--- src/rtl/pwr_mode_pkg.sv ---
package pwr_mode_pkg;
  typedef enum logic [2:0] {
    M_OFF   = 3'd0,
    M_INIT  = 3'd1,
    M_STBY  = 3'd2,
    M_RUN   = 3'd3,
    M_LATCH = 3'd4
  } mode_e;

  function automatic int unsigned cycles_for_ns(int unsigned clk_hz, int unsigned ns);
    longint unsigned prod;
    prod = longint'(clk_hz) * longint'(ns);
    return int'((prod + 64'd999_999_999) / 64'd1_000_000_000);
  endfunction
endpackage

--- src/rtl/pms_qualify.sv ---
module pms_qualify #(
  parameter int unsigned LIMIT = 250
) (
  input  logic clk,
  input  logic rst_n,
  input  logic arm,
  output logic done
);
  localparam int unsigned CW = $clog2(LIMIT + 1);
  localparam logic [CW-1:0] LAST = CW'(LIMIT - 1);

  logic [CW-1:0] cnt;

  always_ff @(posedge clk or negedge rst_n) begin
    if (!rst_n)          cnt <= '0;
    else if (!arm)       cnt <= '0;
    else if (cnt != LAST) cnt <= cnt + 1'b1;
  end

  assign done = arm && (cnt == LAST);

  AST_CNT_BOUND: assert property (@(posedge clk) disable iff (!rst_n)
    cnt <= LAST);
  AST_CNT_RESTART: assert property (@(posedge clk) disable iff (!rst_n)
    !arm |=> cnt == '0);
endmodule

--- src/rtl/pms_channel.sv ---
module pms_channel (
  input  logic clk,
  input  logic rst_n,
  input  logic run_next,
  input  logic en,
  input  logic dir_ok,
  input  logic ss_up,
  output logic release_q,
  output logic permit_q
);
  logic rel_d, perm_d;

  always_comb begin
    rel_d  = run_next && en && dir_ok;
    perm_d = rel_d && release_q && ss_up;
  end

  always_ff @(posedge clk or negedge rst_n) begin
    if (!rst_n) begin
      release_q <= 1'b0;
      permit_q  <= 1'b0;
    end else begin
      release_q <= rel_d;
      permit_q  <= perm_d;
    end
  end

  AST_PERMIT_NEEDS_RELEASE: assert property (@(posedge clk) disable iff (!rst_n)
    permit_q |-> release_q);
  AST_DIR_WITHDRAW: assert property (@(posedge clk) disable iff (!rst_n)
    !dir_ok |=> !release_q && !permit_q);
endmodule

--- src/rtl/pwr_mode_seq.sv ---
module pwr_mode_seq
  import pwr_mode_pkg::*;
#(
  parameter int unsigned CLK_HZ  = 100_000_000,
  parameter int unsigned TRIP_NS = 2500,
  parameter int unsigned CLR_NS  = 10000,
  parameter int unsigned N_CH    = 2
) (
  input  logic            clk,
  input  logic            rst_n,
  input  logic            bias_gt_off,
  input  logic            bias_gt_init,
  input  logic            bias_gt_run,
  input  logic            vcc_ok,
  input  logic            vdd_ok,
  input  logic            sd_valid,
  input  logic            sd_trip_n,
  input  logic [N_CH-1:0] ch_en,
  input  logic [N_CH-1:0] dir_ok,
  input  logic [N_CH-1:0] ss_up,
  output logic [2:0]      mode,
  output logic            logic_rst,
  output logic            ldo_en,
  output logic            osc_en,
  output logic [N_CH-1:0] ss_release,
  output logic [N_CH-1:0] gate_permit,
  output logic            ss_clamp
);
  localparam int unsigned TRIP_CYC = cycles_for_ns(CLK_HZ, TRIP_NS);
  localparam int unsigned CLR_CYC  = cycles_for_ns(CLK_HZ, CLR_NS);

  mode_e mode_q, mode_d;
  logic  operating, run_ok, any_req, trip_done, clr_done, run_next;

  always_comb begin
    operating = (mode_q == M_STBY) || (mode_q == M_RUN);
    run_ok    = bias_gt_run && vcc_ok && vdd_ok && (sd_valid || operating);
    any_req   = |(ch_en & dir_ok);
  end

  pms_qualify #(.LIMIT(TRIP_CYC)) u_trip (
    .clk  (clk),
    .rst_n(rst_n),
    .arm  (operating && !sd_trip_n),
    .done (trip_done)
  );

  pms_qualify #(.LIMIT(CLR_CYC)) u_clear (
    .clk  (clk),
    .rst_n(rst_n),
    .arm  ((mode_q == M_LATCH) && !bias_gt_off),
    .done (clr_done)
  );

  always_comb begin
    if (mode_q == M_LATCH)              mode_d = clr_done ? M_OFF : M_LATCH;
    else if (!bias_gt_off)              mode_d = M_OFF;
    else if (trip_done)                 mode_d = M_LATCH;
    else if (run_ok)                    mode_d = any_req ? M_RUN : M_STBY;
    else if (bias_gt_init && sd_valid)  mode_d = M_INIT;
    else                                mode_d = M_OFF;
    run_next = (mode_d == M_STBY) || (mode_d == M_RUN);
  end

  always_ff @(posedge clk or negedge rst_n) begin
    if (!rst_n) mode_q <= M_OFF;
    else        mode_q <= mode_d;
  end

  for (genvar i = 0; i < N_CH; i++) begin : g_ch
    pms_channel u_ch (
      .clk      (clk),
      .rst_n    (rst_n),
      .run_next (run_next),
      .en       (ch_en[i]),
      .dir_ok   (dir_ok[i]),
      .ss_up    (ss_up[i]),
      .release_q(ss_release[i]),
      .permit_q (gate_permit[i])
    );
  end

  assign mode      = mode_q;
  assign logic_rst = (mode_q == M_OFF);
  assign ldo_en    = (mode_q != M_OFF);
  assign osc_en    = operating;
  assign ss_clamp  = (mode_q == M_LATCH);

  AST_SHDN_QUIET: assert property (@(posedge clk) disable iff (!rst_n)
    mode_q == M_OFF |-> ss_release == '0 && gate_permit == '0);
  AST_LATCH_NO_GATE: assert property (@(posedge clk) disable iff (!rst_n)
    mode_q == M_LATCH |-> gate_permit == '0 && ss_release == '0);
  AST_LATCH_EXIT: assert property (@(posedge clk) disable iff (!rst_n)
    mode_q == M_LATCH |=> mode_q == M_LATCH || mode_q == M_OFF);
  AST_PERMIT_OSC: assert property (@(posedge clk) disable iff (!rst_n)
    gate_permit != '0 |-> osc_en);
  AST_RELEASE_RUN: assert property (@(posedge clk) disable iff (!rst_n)
    ss_release != '0 |-> mode_q == M_RUN);
endmodule

--- config.mk ---
export PLATFORM = sky130hd
export DESIGN_NAME = pwr_mode_seq
export DESIGN_NICKNAME = d
export VERILOG_FILES = /design/src/rtl/pwr_mode_pkg.sv /design/src/rtl/pms_qualify.sv /design/src/rtl/pms_channel.sv /design/src/rtl/pwr_mode_seq.sv
export SDC_FILE = /design/constraint.sdc
export NUM_CORES = 1
export LEC_CHECK = 0
export ABC_AREA = 1
export BUFFER_PORTS_ARGS = -buffer_cell sky130_fd_sc_hd__buf_2
export CAP_MARGIN = 40
export CORE_MARGIN = 2
export CORE_UTILIZATION = 51
export DETAILED_ROUTE_END_ITERATION = 6
export PLACE_DENSITY = 0.74
export SYNTH_ARGS = -nofsm -noshare
export SYNTH_HDL_FRONTEND = slang
export SYNTH_SLANG_ARGS = --single-unit
--- constraint.sdc ---
create_clock -name clk -period 2.27 [get_ports clk]
set_clock_uncertainty 0.1 [all_clocks]
set_input_delay 0 -clock clk [delete_from_list [all_inputs] [get_ports clk]]
set_output_delay 0 -clock clk [all_outputs]
set_load 0.01 [all_outputs]
======== After elaboration in Yosys (flattened, before gate mapping) ========
Index checks and enable logic that the tools add are counted.
word-level totals
  output and inout port bits .............. 11
  memory bits (writable) .................. 0
  bits in read-only memories .............. 0
  flip-flop bits (word level) ............. 25
  memories kept ........................... 0
  latch bits .............................. 0
operators by class
  bitwise gates (word level) .............. 1
  eq/ne operators ......................... 11
  divide/modulo/power cells ............... 0
  magnitude comparators ................... 0
  multipliers ............................. 0
  shift operators ......................... 0
  add/sub/neg operators ................... 2
  mux-type cells .......................... 11
  reduce and logical (&&, ||, !) cells .... 24
operators with widths
  cell                                           number
  2-to-1 mux 10 bit                              2
  logical AND 1 bit                              16
  2-to-1 mux 8 bit                               2
  == test 3 x 2 -> 1 bit, second input constant  4
  2-to-1 mux 3 bit                               4
  adder 10 x 1 -> 10 bit, second input constant  1
  == test 10 bit, second input constant          1
  != test 10 bit, second input constant          1
  adder 8 x 1 -> 8 bit, second input constant    1
  == test 8 bit, second input constant           1
  != test 8 bit, second input constant           1
  != test 2 bit, second input constant           2
  == test 3 bit, second input constant           1
  logical NOT 3 bit                              1
  logical OR 1 bit                               3
  nonzero test 3 bit                             1
  bitwise AND 2 bit                              1
  logical NOT 1 bit                              2
  2-to-1 mux 1 bit                               2
  2-to-1 mux 2 bit                               1
  OR reduction 2 bit                             1

======== Logic depth before layout (Yosys ltp) ========
Gate-level depths: netlist of the first run.
  word-level depth ........................ 14
  gate-level depth with buffers ........... 7

======== Cells and area by module ========
From an unflattened synthesis of the first run, not the netlist that was laid out.
second synthesis, totals
  cells, all modules ...................... 192
  area, all modules ....................... 1430.1 µm²
modules (own cells, without submodules)
  module                 instances  area an instance (µm²)  cells an instance
  pms_qualify (u_clear)  1          633.1                   92
  pms_qualify (u_trip)   1          430.4                   56
  pwr_mode_seq           1          219.0                   32
  pms_channel            2          73.8                    6

======== Worst setup path after synthesis of the first run ========
Ideal clock, no wire load.
  path kind ............................... reg2reg
  from .................................... register u_clear.cnt[0]
  to ...................................... register mode_q[2] (netlist: mode[2])
  arrival ................................. 1.157 ns
  cell stages (with the launch flop) ...... 6
  path buffers ............................ 0
  library setup time ...................... 0.122 ns
  required time ........................... 2.048 ns
  setup slack ............................. 0.891 ns
  cells stage by stage .................... dfrtp_1 ha_1 nand3_1 nand3b_1 nor2_4 o21ai_1
between the ends
  cells in the longest elaborated chain, start to end .. 4
ends and longest elaborated chain
  element                        RTL line            source
  from (decl)                    pms_qualify.sv:12   logic [CW-1:0] cnt;
  from (signal assigned)         pms_qualify.sv:17   else if (cnt != LAST) cnt <= cnt + 1'b1;
  == test 10 bit                 pms_qualify.sv:20   assign done = arm && (cnt == LAST);
  logical AND 1 bit              pms_qualify.sv:20
  2-to-1 mux 3 bit (2 in a row)  pwr_mode_seq.sv:56  if (mode_q == M_LATCH) mode_d = clr_done ? M_OFF : M_LATCH;
  named net mode_d[2]            pwr_mode_seq.sv:32  mode_e mode_q, mode_d;
  to (signal assigned)           pwr_mode_seq.sv:67  else mode_q <= mode_d;
  to (decl)                      pwr_mode_seq.sv:32
The timed path passes the listed nets, and every way through them passes these cells.
A chain may end at the register's enable or synchronous reset.

======== Worst setup path after layout of the first run ========
  from .................................... input vcc_ok
  to ...................................... register g_ch[0].u_ch.permit_q
between the ends
  cells in the longest elaborated chain, start to end .. 13
  elaborated cells on any way between the ends .. 14
ends and longest elaborated chain
  element                             RTL line            source
  from (decl)                         pwr_mode_seq.sv:14  input logic vcc_ok,
  logical AND 1 bit (*) (3 in a row)  pwr_mode_seq.sv:37  run_ok = bias_gt_run && vcc_ok && vdd_ok && (sd_valid || operating);
  2-to-1 mux 2 bit (*)                pwr_mode_seq.sv:59  else if (run_ok) mode_d = any_req ? M_RUN : M_STBY;
  2-to-1 mux 3 bit (*)                pwr_mode_seq.sv:58  else if (trip_done) mode_d = M_LATCH;
  2-to-1 mux 3 bit (*)                pwr_mode_seq.sv:57  else if (!bias_gt_off) mode_d = M_OFF;
  2-to-1 mux 3 bit (*)                pwr_mode_seq.sv:56
  == test 3 x 2 -> 1 bit              pwr_mode_seq.sv:62  run_next = (mode_d == M_STBY) || (mode_d == M_RUN);
  logical OR 1 bit (*)                pwr_mode_seq.sv:62
  logical AND 1 bit (*) (2 in a row)  pms_channel.sv:14   rel_d = run_next && en && dir_ok;
  logical AND 1 bit (*) (2 in a row)  pms_channel.sv:15   perm_d = rel_d && release_q && ss_up;
  named net g_ch[0].u_ch.perm_d       pms_channel.sv:11   logic rel_d, perm_d;
  to (signal assigned)                pms_channel.sv:24   permit_q <= perm_d;
  to (decl)                           pms_channel.sv:9    output logic permit_q
The timed path passes the listed nets; every way through them passes the cells marked *.

==> results of run 1 <==
-- report_power, final --
part | internal (mW) | leakage, nW | switching, mW
Clock | 0.0672 | 0.0139 | 0.134
Sequential | 0.447 | 0.349 | 0.00213
Combinational | 0.0340 | 0.453 | 0.0342
Total | 0.548 | 0.816 | 0.171
-- stage by stage --
| stage | worst slack [ps] | utilization, % |
|---|---|---|
| finish | 118.2 | 67.71 |
| floorplan | 891.0 | - |
| global route | 24.56 | 67.71 |
| CTS | 220.2 | 67.61 |
| detailed placement | 742.9 | 59.67 |
| global placement | 823.5 | 59.67 |
-- registers in the layout, summed over array words and instances, names as in the netlist --
name	count
u_trip.cnt	8
g_ch.u_ch.permit_q	2
g_ch.u_ch.release_q	2
mode	3
u_clear.cnt	10
-- cell families after synthesis --
logic type	share of synthesized area, %
AND/OR/NAND/NOR	32.54
buffers and inverters	9.481
flip-flops	45.58
AO/OA/AOI/OAI	8.386
adder cells (fa/ha/maj)	2.735
XOR/XNOR	1.276
-- synth_stat cells (3+ instances only) --
master and count:
a21oi_1 9, buf_4 4, dfrtp_1 25, ha_1 3, inv_1 25, nand2_1 35, nand3_1 12, nand4_1 5
nor2_1 26, o21ai_0 3, o21ai_1 5
-- layer usage --
metal	vias up	wire length [um]	share of wire, %
met2	35	1421	49
met4	0	10	0.35
met5	-	0	0
met3	2	142	4.9
met1	566	1311	45
li1	619	-	-
-- critical path, cell delays in order --
cell and delay, ps:
dlygate4sd3_1 530, buf_2 100, nand3_1 60, dlygate4sd3_1 600, a21oi_4 170, nand4_1 180, nor2_2 140, dlygate4sd3_1 550
-- worst max-delay path by stage --
stage / cells after the start / end / slack [ps] / from
floorplan: 5 / mode[2]$_DFF_PN0_ / 890 / u_clear.cnt[0]$_DFFE_PN0P_
global placement: 5 / mode[2]$_DFF_PN0_ / 820 / u_clear.cnt[0]$_DFFE_PN0P_
detailed placement: 5 / mode[2]$_DFF_PN0_ / 740 / u_clear.cnt[0]$_DFFE_PN0P_
CTS: 10 / mode[0]$_DFF_PN0_ / 220 / vcc_ok
global route: 8 / g_ch[0].u_ch.permit_q$_DFF_PN0_ / 20 / vcc_ok
finish: 8 / g_ch[0].u_ch.permit_q$_DFF_PN0_ / 120 / vcc_ok
-- area by class of cell --
type | count | area (um^2)
multi-input combinational | 114 | 619.3
tap | 30 | 37.54
inverter | 26 | 100.1
clock buffer | 3 | 22.52
clock inverter | 1 | 7.507
sequential | 25 | 625.6
timing repair buffer | 42 | 295.3
fill | 192 | 814.5
-- timing repair --
action / CTS / global route
endpoints found under the hold margin: 50 / 0
endpoints found under the setup margin: 0 / 1
gates resized for setup: 0 / 1
hold buffers: 17 / 0
==> results.yml, run 1 <==
power_and_ir_drop:
  ir_drop_v: 0.0003549
  total_power_mw: 0.7188
  power-per-cell-area_nw_per_um2: 420.9
  p_leak_nw: 0.8160
setup_path:
  crit_type: "primary input to register"
  r2r-end: "g_ch[0].u_ch.permit_q$_DFF_PN0_"
  rr_startpoint: "u_trip.cnt[1]$_DFFE_PN0P_"
  cp-end-kind: "register"
  cp_max_fo: 5
  cp.required_ps: 2430
  start_kind: "primary input"
  worstPathArrival_ps: 2320
  reg2reg_depth: 8
  r2r_slack_ps: 270
placement:
  post_dp_cell_area_um2: 1505
  hpwl_um: 1907
  dp.cells: 220
  place.port_buffers: 25
  place.gp.congestion: 0.8079
logic_synthesis:
  yosys_warnings: 0
  synth.yosys.seq_area_share_pct: 45.58
  synth_nets: 187
  yosysTopAreaCell: "dfrtp_1"
  yosysTopAreaCellShare_pct: 45.58
  synthTopCellsByArea: "dfrtp_1 (46%), nand2_1 (9.6%), nor2_1 (7.1%)"
  ys_async_sr_fraction_pct: 100.0
  syn_area_per_cell_um2: 8.122
  syn_area_um2: 1373
  yosys_most_used_dff: "dfrtp_1"
  synth_edf_count: 0
  postSynthCellCount: 169
  ys_ff_latch: 25
  synth_cell_types: 23
outcome:
  status: "finished clean"
clocking:
  numCtsBuffers: 3
  clock_tree.root_cell: "clkbuf_4"
  cts_sinks: 25
  path_clk_slew_ps: 140
  clk_latency_ps: 310
  clockBufferDepth: 2
  cts_tree: "done"
  cts_setup_buffers: 0
  cts_max_level: 1
global_route:
  grt_overflow: 0
  grt.busiest_layer: "met2"
  grt_use_met1_pct: 25.94
  grt_use_met2_pct: 35.03
  grt_use_met3_pct: 2.791
  grt_pass1_vias: 1159
  antenna_found_initial: 0
  grt_first_pass_wirelength_um: 4954
  grt_max_degree: 26
  grtUsageTotal_pct: 20.09
route:
  dr.pass1.iters: 4
  antenna_left: 0
  via_count: 1222
  drt-initial-drc-count: 46
  wl_per_cell_um: 11.97
  wl_um: 2885
  remaining_drc_errors: 0
  vias_per_cell: 5.071
finish:
  design_area_um2: 1708
  nets: 230
  final_cell_mix: "nand2_1 (35), inv_1 (25), nor2_1 (25), dfrtp_1 (25), buf_2 (25)"
  drive_gt1_share_pct: 18.96
  final_common_cell: "nand2_1"
  stdcell_count: 241
  antenna_cells: 0
  areaGrowthSynthToFinish_pct: 24.43
timing:
  maxSlewViolCount: 0
  maxSlewHeadroom_pct: 63.97
  post-route-period-util_pct: 94.79
  fin_setup_tns_ps: 0
  holdWs_ps: 27.73
  finalCriticalPeriod_ps: 2152
  rsz0062_at_grt: "false"
  fmax_mhz: 464.7
  tightest_slew_ps: 540.5
  hold_viol: 0
  finalSetupViolCount: 0
die:
  die_w_um: 55.88
  num_rows: 18
  ios: 26
  fp.coreArea_um2: 2522
  start_util_pct: 54.41
  die_h_um: 55.88
  fp.dieArea_um2: 3122
job:
  drv_cap: 0
hold_path:
  min_path_cells: 5
  whs_endpoint: "g_ch[1].u_ch.release_q$_DFF_PN0_"
  holdCritStartpoint: "sd_valid"
  hold_path.class: "primary input to register"
No activity file was read; power rests on OpenSTA's default activity.
==> run 2, diff against run 1 <==
CAP_MARGIN = 20   (was 40)
CORE_MARGIN = 1.5   (was 2)
CORE_UTILIZATION = 58   (was 51)
PLACE_DENSITY = 0.83   (was 0.74)
==> results.yml, run 2 (synthesis gave the netlist of run 1 again) <==
die:
  start_util_pct: 61.46
  die_w_um: 51.65
  die_h_um: 51.65
  fp.dieArea_um2: 2667
  fp.coreArea_um2: 2233
  num_rows: 17
  ios: 26
global_route:
  grt_overflow: 0
  grt_first_pass_wirelength_um: 5837
  grtUsageTotal_pct: 30.38
  grt_max_degree: 26
  antenna_found_initial: 0
  grt_pass1_vias: 1337
power_and_ir_drop:
  p_leak_nw: 0.8260
  power-per-cell-area_nw_per_um2: 426.2
  total_power_mw: 0.7322
  ir_drop_v: 0.0005004
finish:
  areaGrowthSynthToFinish_pct: 25.16
  fillCellCount: 146
  largest_register_ffs: 10
  antenna_cells: 0
  seq_area_um2: 625.6
  nets: 232
  design_area_um2: 1718
  multi_input_area_um2: 616.8
  top_register: "u_clear.cnt"
  fin_util_pct: 76.92
  final_cell_mix: "nand2_1 (35), nor2_1 (26), inv_1 (25), dfrtp_1 (25), buf_2 (25)"
  drive_gt1_share_pct: 18.78
  final_common_cell: "nand2_1"
timing:
  maxSlewViolCount: 0
  rsz0062_at_grt: "false"
  holdWs_ps: 71.39
  fin_setup_tns_ps: 0
  hold_viol: 0
  post-route-period-util_pct: 95.25
  fmax_mhz: 462.5
  finalSetupViolCount: 0
  tightest_slew_ps: 566.1
  maxSlewHeadroom_pct: 62.26
  finalCriticalPeriod_ps: 2162
clocking:
  clock_tree.root_cell: "clkbuf_4"
  clk_latency_ps: 330
  cts_tree: "done"
  clockBufferDepth: 2
  cts_max_level: 1
  cts_sinks: 25
  path_clk_slew_ps: 140
  cts_resized: 0
  numCtsBuffers: 3
route:
  vias_per_cell: 5.432
  wl_per_cell_um: 15.23
  antenna_left: 0
  drt-initial-drc-count: 35
  via_count: 1309
  remaining_drc_errors: 0
  dr.pass1.iters: 4
  wl_um: 3671
job:
  drv_cap: 0
setup_path:
  cp-end-kind: "register"
  startpoint: "u_trip.cnt[1]$_DFFE_PN0P_"
  cp.required_ps: 2390
  worstPathArrival_ps: 2280
  setup.worst_path.end: "g_ch[1].u_ch.permit_q$_DFF_PN0_"
  r2r_slack_ps: 110
  rr_startpoint: "u_trip.cnt[1]$_DFFE_PN0P_"
  crit_type: "register to register"
  reg2reg_depth: 8
  r2r-end: "g_ch[1].u_ch.permit_q$_DFF_PN0_"
  cp_max_fo: 9
  start_kind: "register"
placement:
  place.port_buffers: 25
  post_dp_cell_area_um2: 1503
  place.gp.congestion: 0.7889
  hpwl_um: 1957
outcome:
  status: "finished clean"
hold_path:
  hold_path.class: "primary input to async pin"
==> run 2: changes by cell type in the layout (fill, tap and decap cells not counted) <==
cell and change:
clkinvlp_4 -1, nor2_1 +1, buf_4 +1, nor2_2 -1, dlygate4sd3_1 +1, clkinv_2 +1
==> run 2: worst min path at each step <==
stage	endpoint	slack, ps	depth (start not counted)
floorplan	g_ch[0].u_ch.permit_q$_DFF_PN0_	-400	0
global placement	u_trip.cnt[4]$_DFFE_PN0P_	-80	1
detailed placement	u_clear.cnt[6]$_DFFE_PN0P_	-80	1
CTS	u_clear.cnt[4]$_DFFE_PN0P_	90	2
global route	g_ch[0].u_ch.release_q$_DFF_PN0_	130	2
finish	u_clear.cnt[6]$_DFFE_PN0P_	70	2
==> run 2: cell type report <==
class                           count  area share, %
Clock buffer                        3          1.311
Clock inverter                      1         0.2913
Inverter                           26          5.827
Multi-Input combinational cell    114          35.91
Sequential cell                    25          36.42
Tap cell                           28          2.039
Timing Repair Buffer               44          18.21
==> run 2: what timing repair did <==
item	CTS	global route
hold buffers	19	0
hold endpoints to repair	50	0
setup buffers	0	1
endpoints found under the setup margin	0	1
==> run 2: where the power goes <==
| group | switching (mW) | internal (mW) | leakage (nW) |
|---|---|---|---|
| combinational | 0.0392 | 0.0340 | 0.460 |
| clock | 0.143 | 0.0664 | 0.0177 |
| sequential | 0.00233 | 0.447 | 0.349 |
| total | 0.185 | 0.548 | 0.826 |
==> run 2: through the flow <==
step,std cells,worst slack [ps]
global route,241,32.47
CTS,241,232.9
global placement,218,819.1
detailed placement,218,720.1
finish,241,107.9
floorplan,169,891.0
==> run 2: critical path: stages (launching register included) <==
cell           delay (ps)
dfrtp_1               430
inv_1                  90
ha_1                  150
inv_1                  40
nor2_1                240
nand3_4               170
nand4_1               140
nor2_1                 80
dlygate4sd3_1         600
==> run 2: routing by layer <==
| layer | vias up | global-route usage (%) | routed length [um] |
|---|---|---|---|
| li1 | 621 | - | - |
| met1 | 604 | 34.34 | 1454 |
| met3 | 21 | 4.598 | 185 |
| met2 | 63 | 53.85 | 1846 |
| met4 | 0 | 17.98 | 184 |
| met5 | - | 0 | 0 |
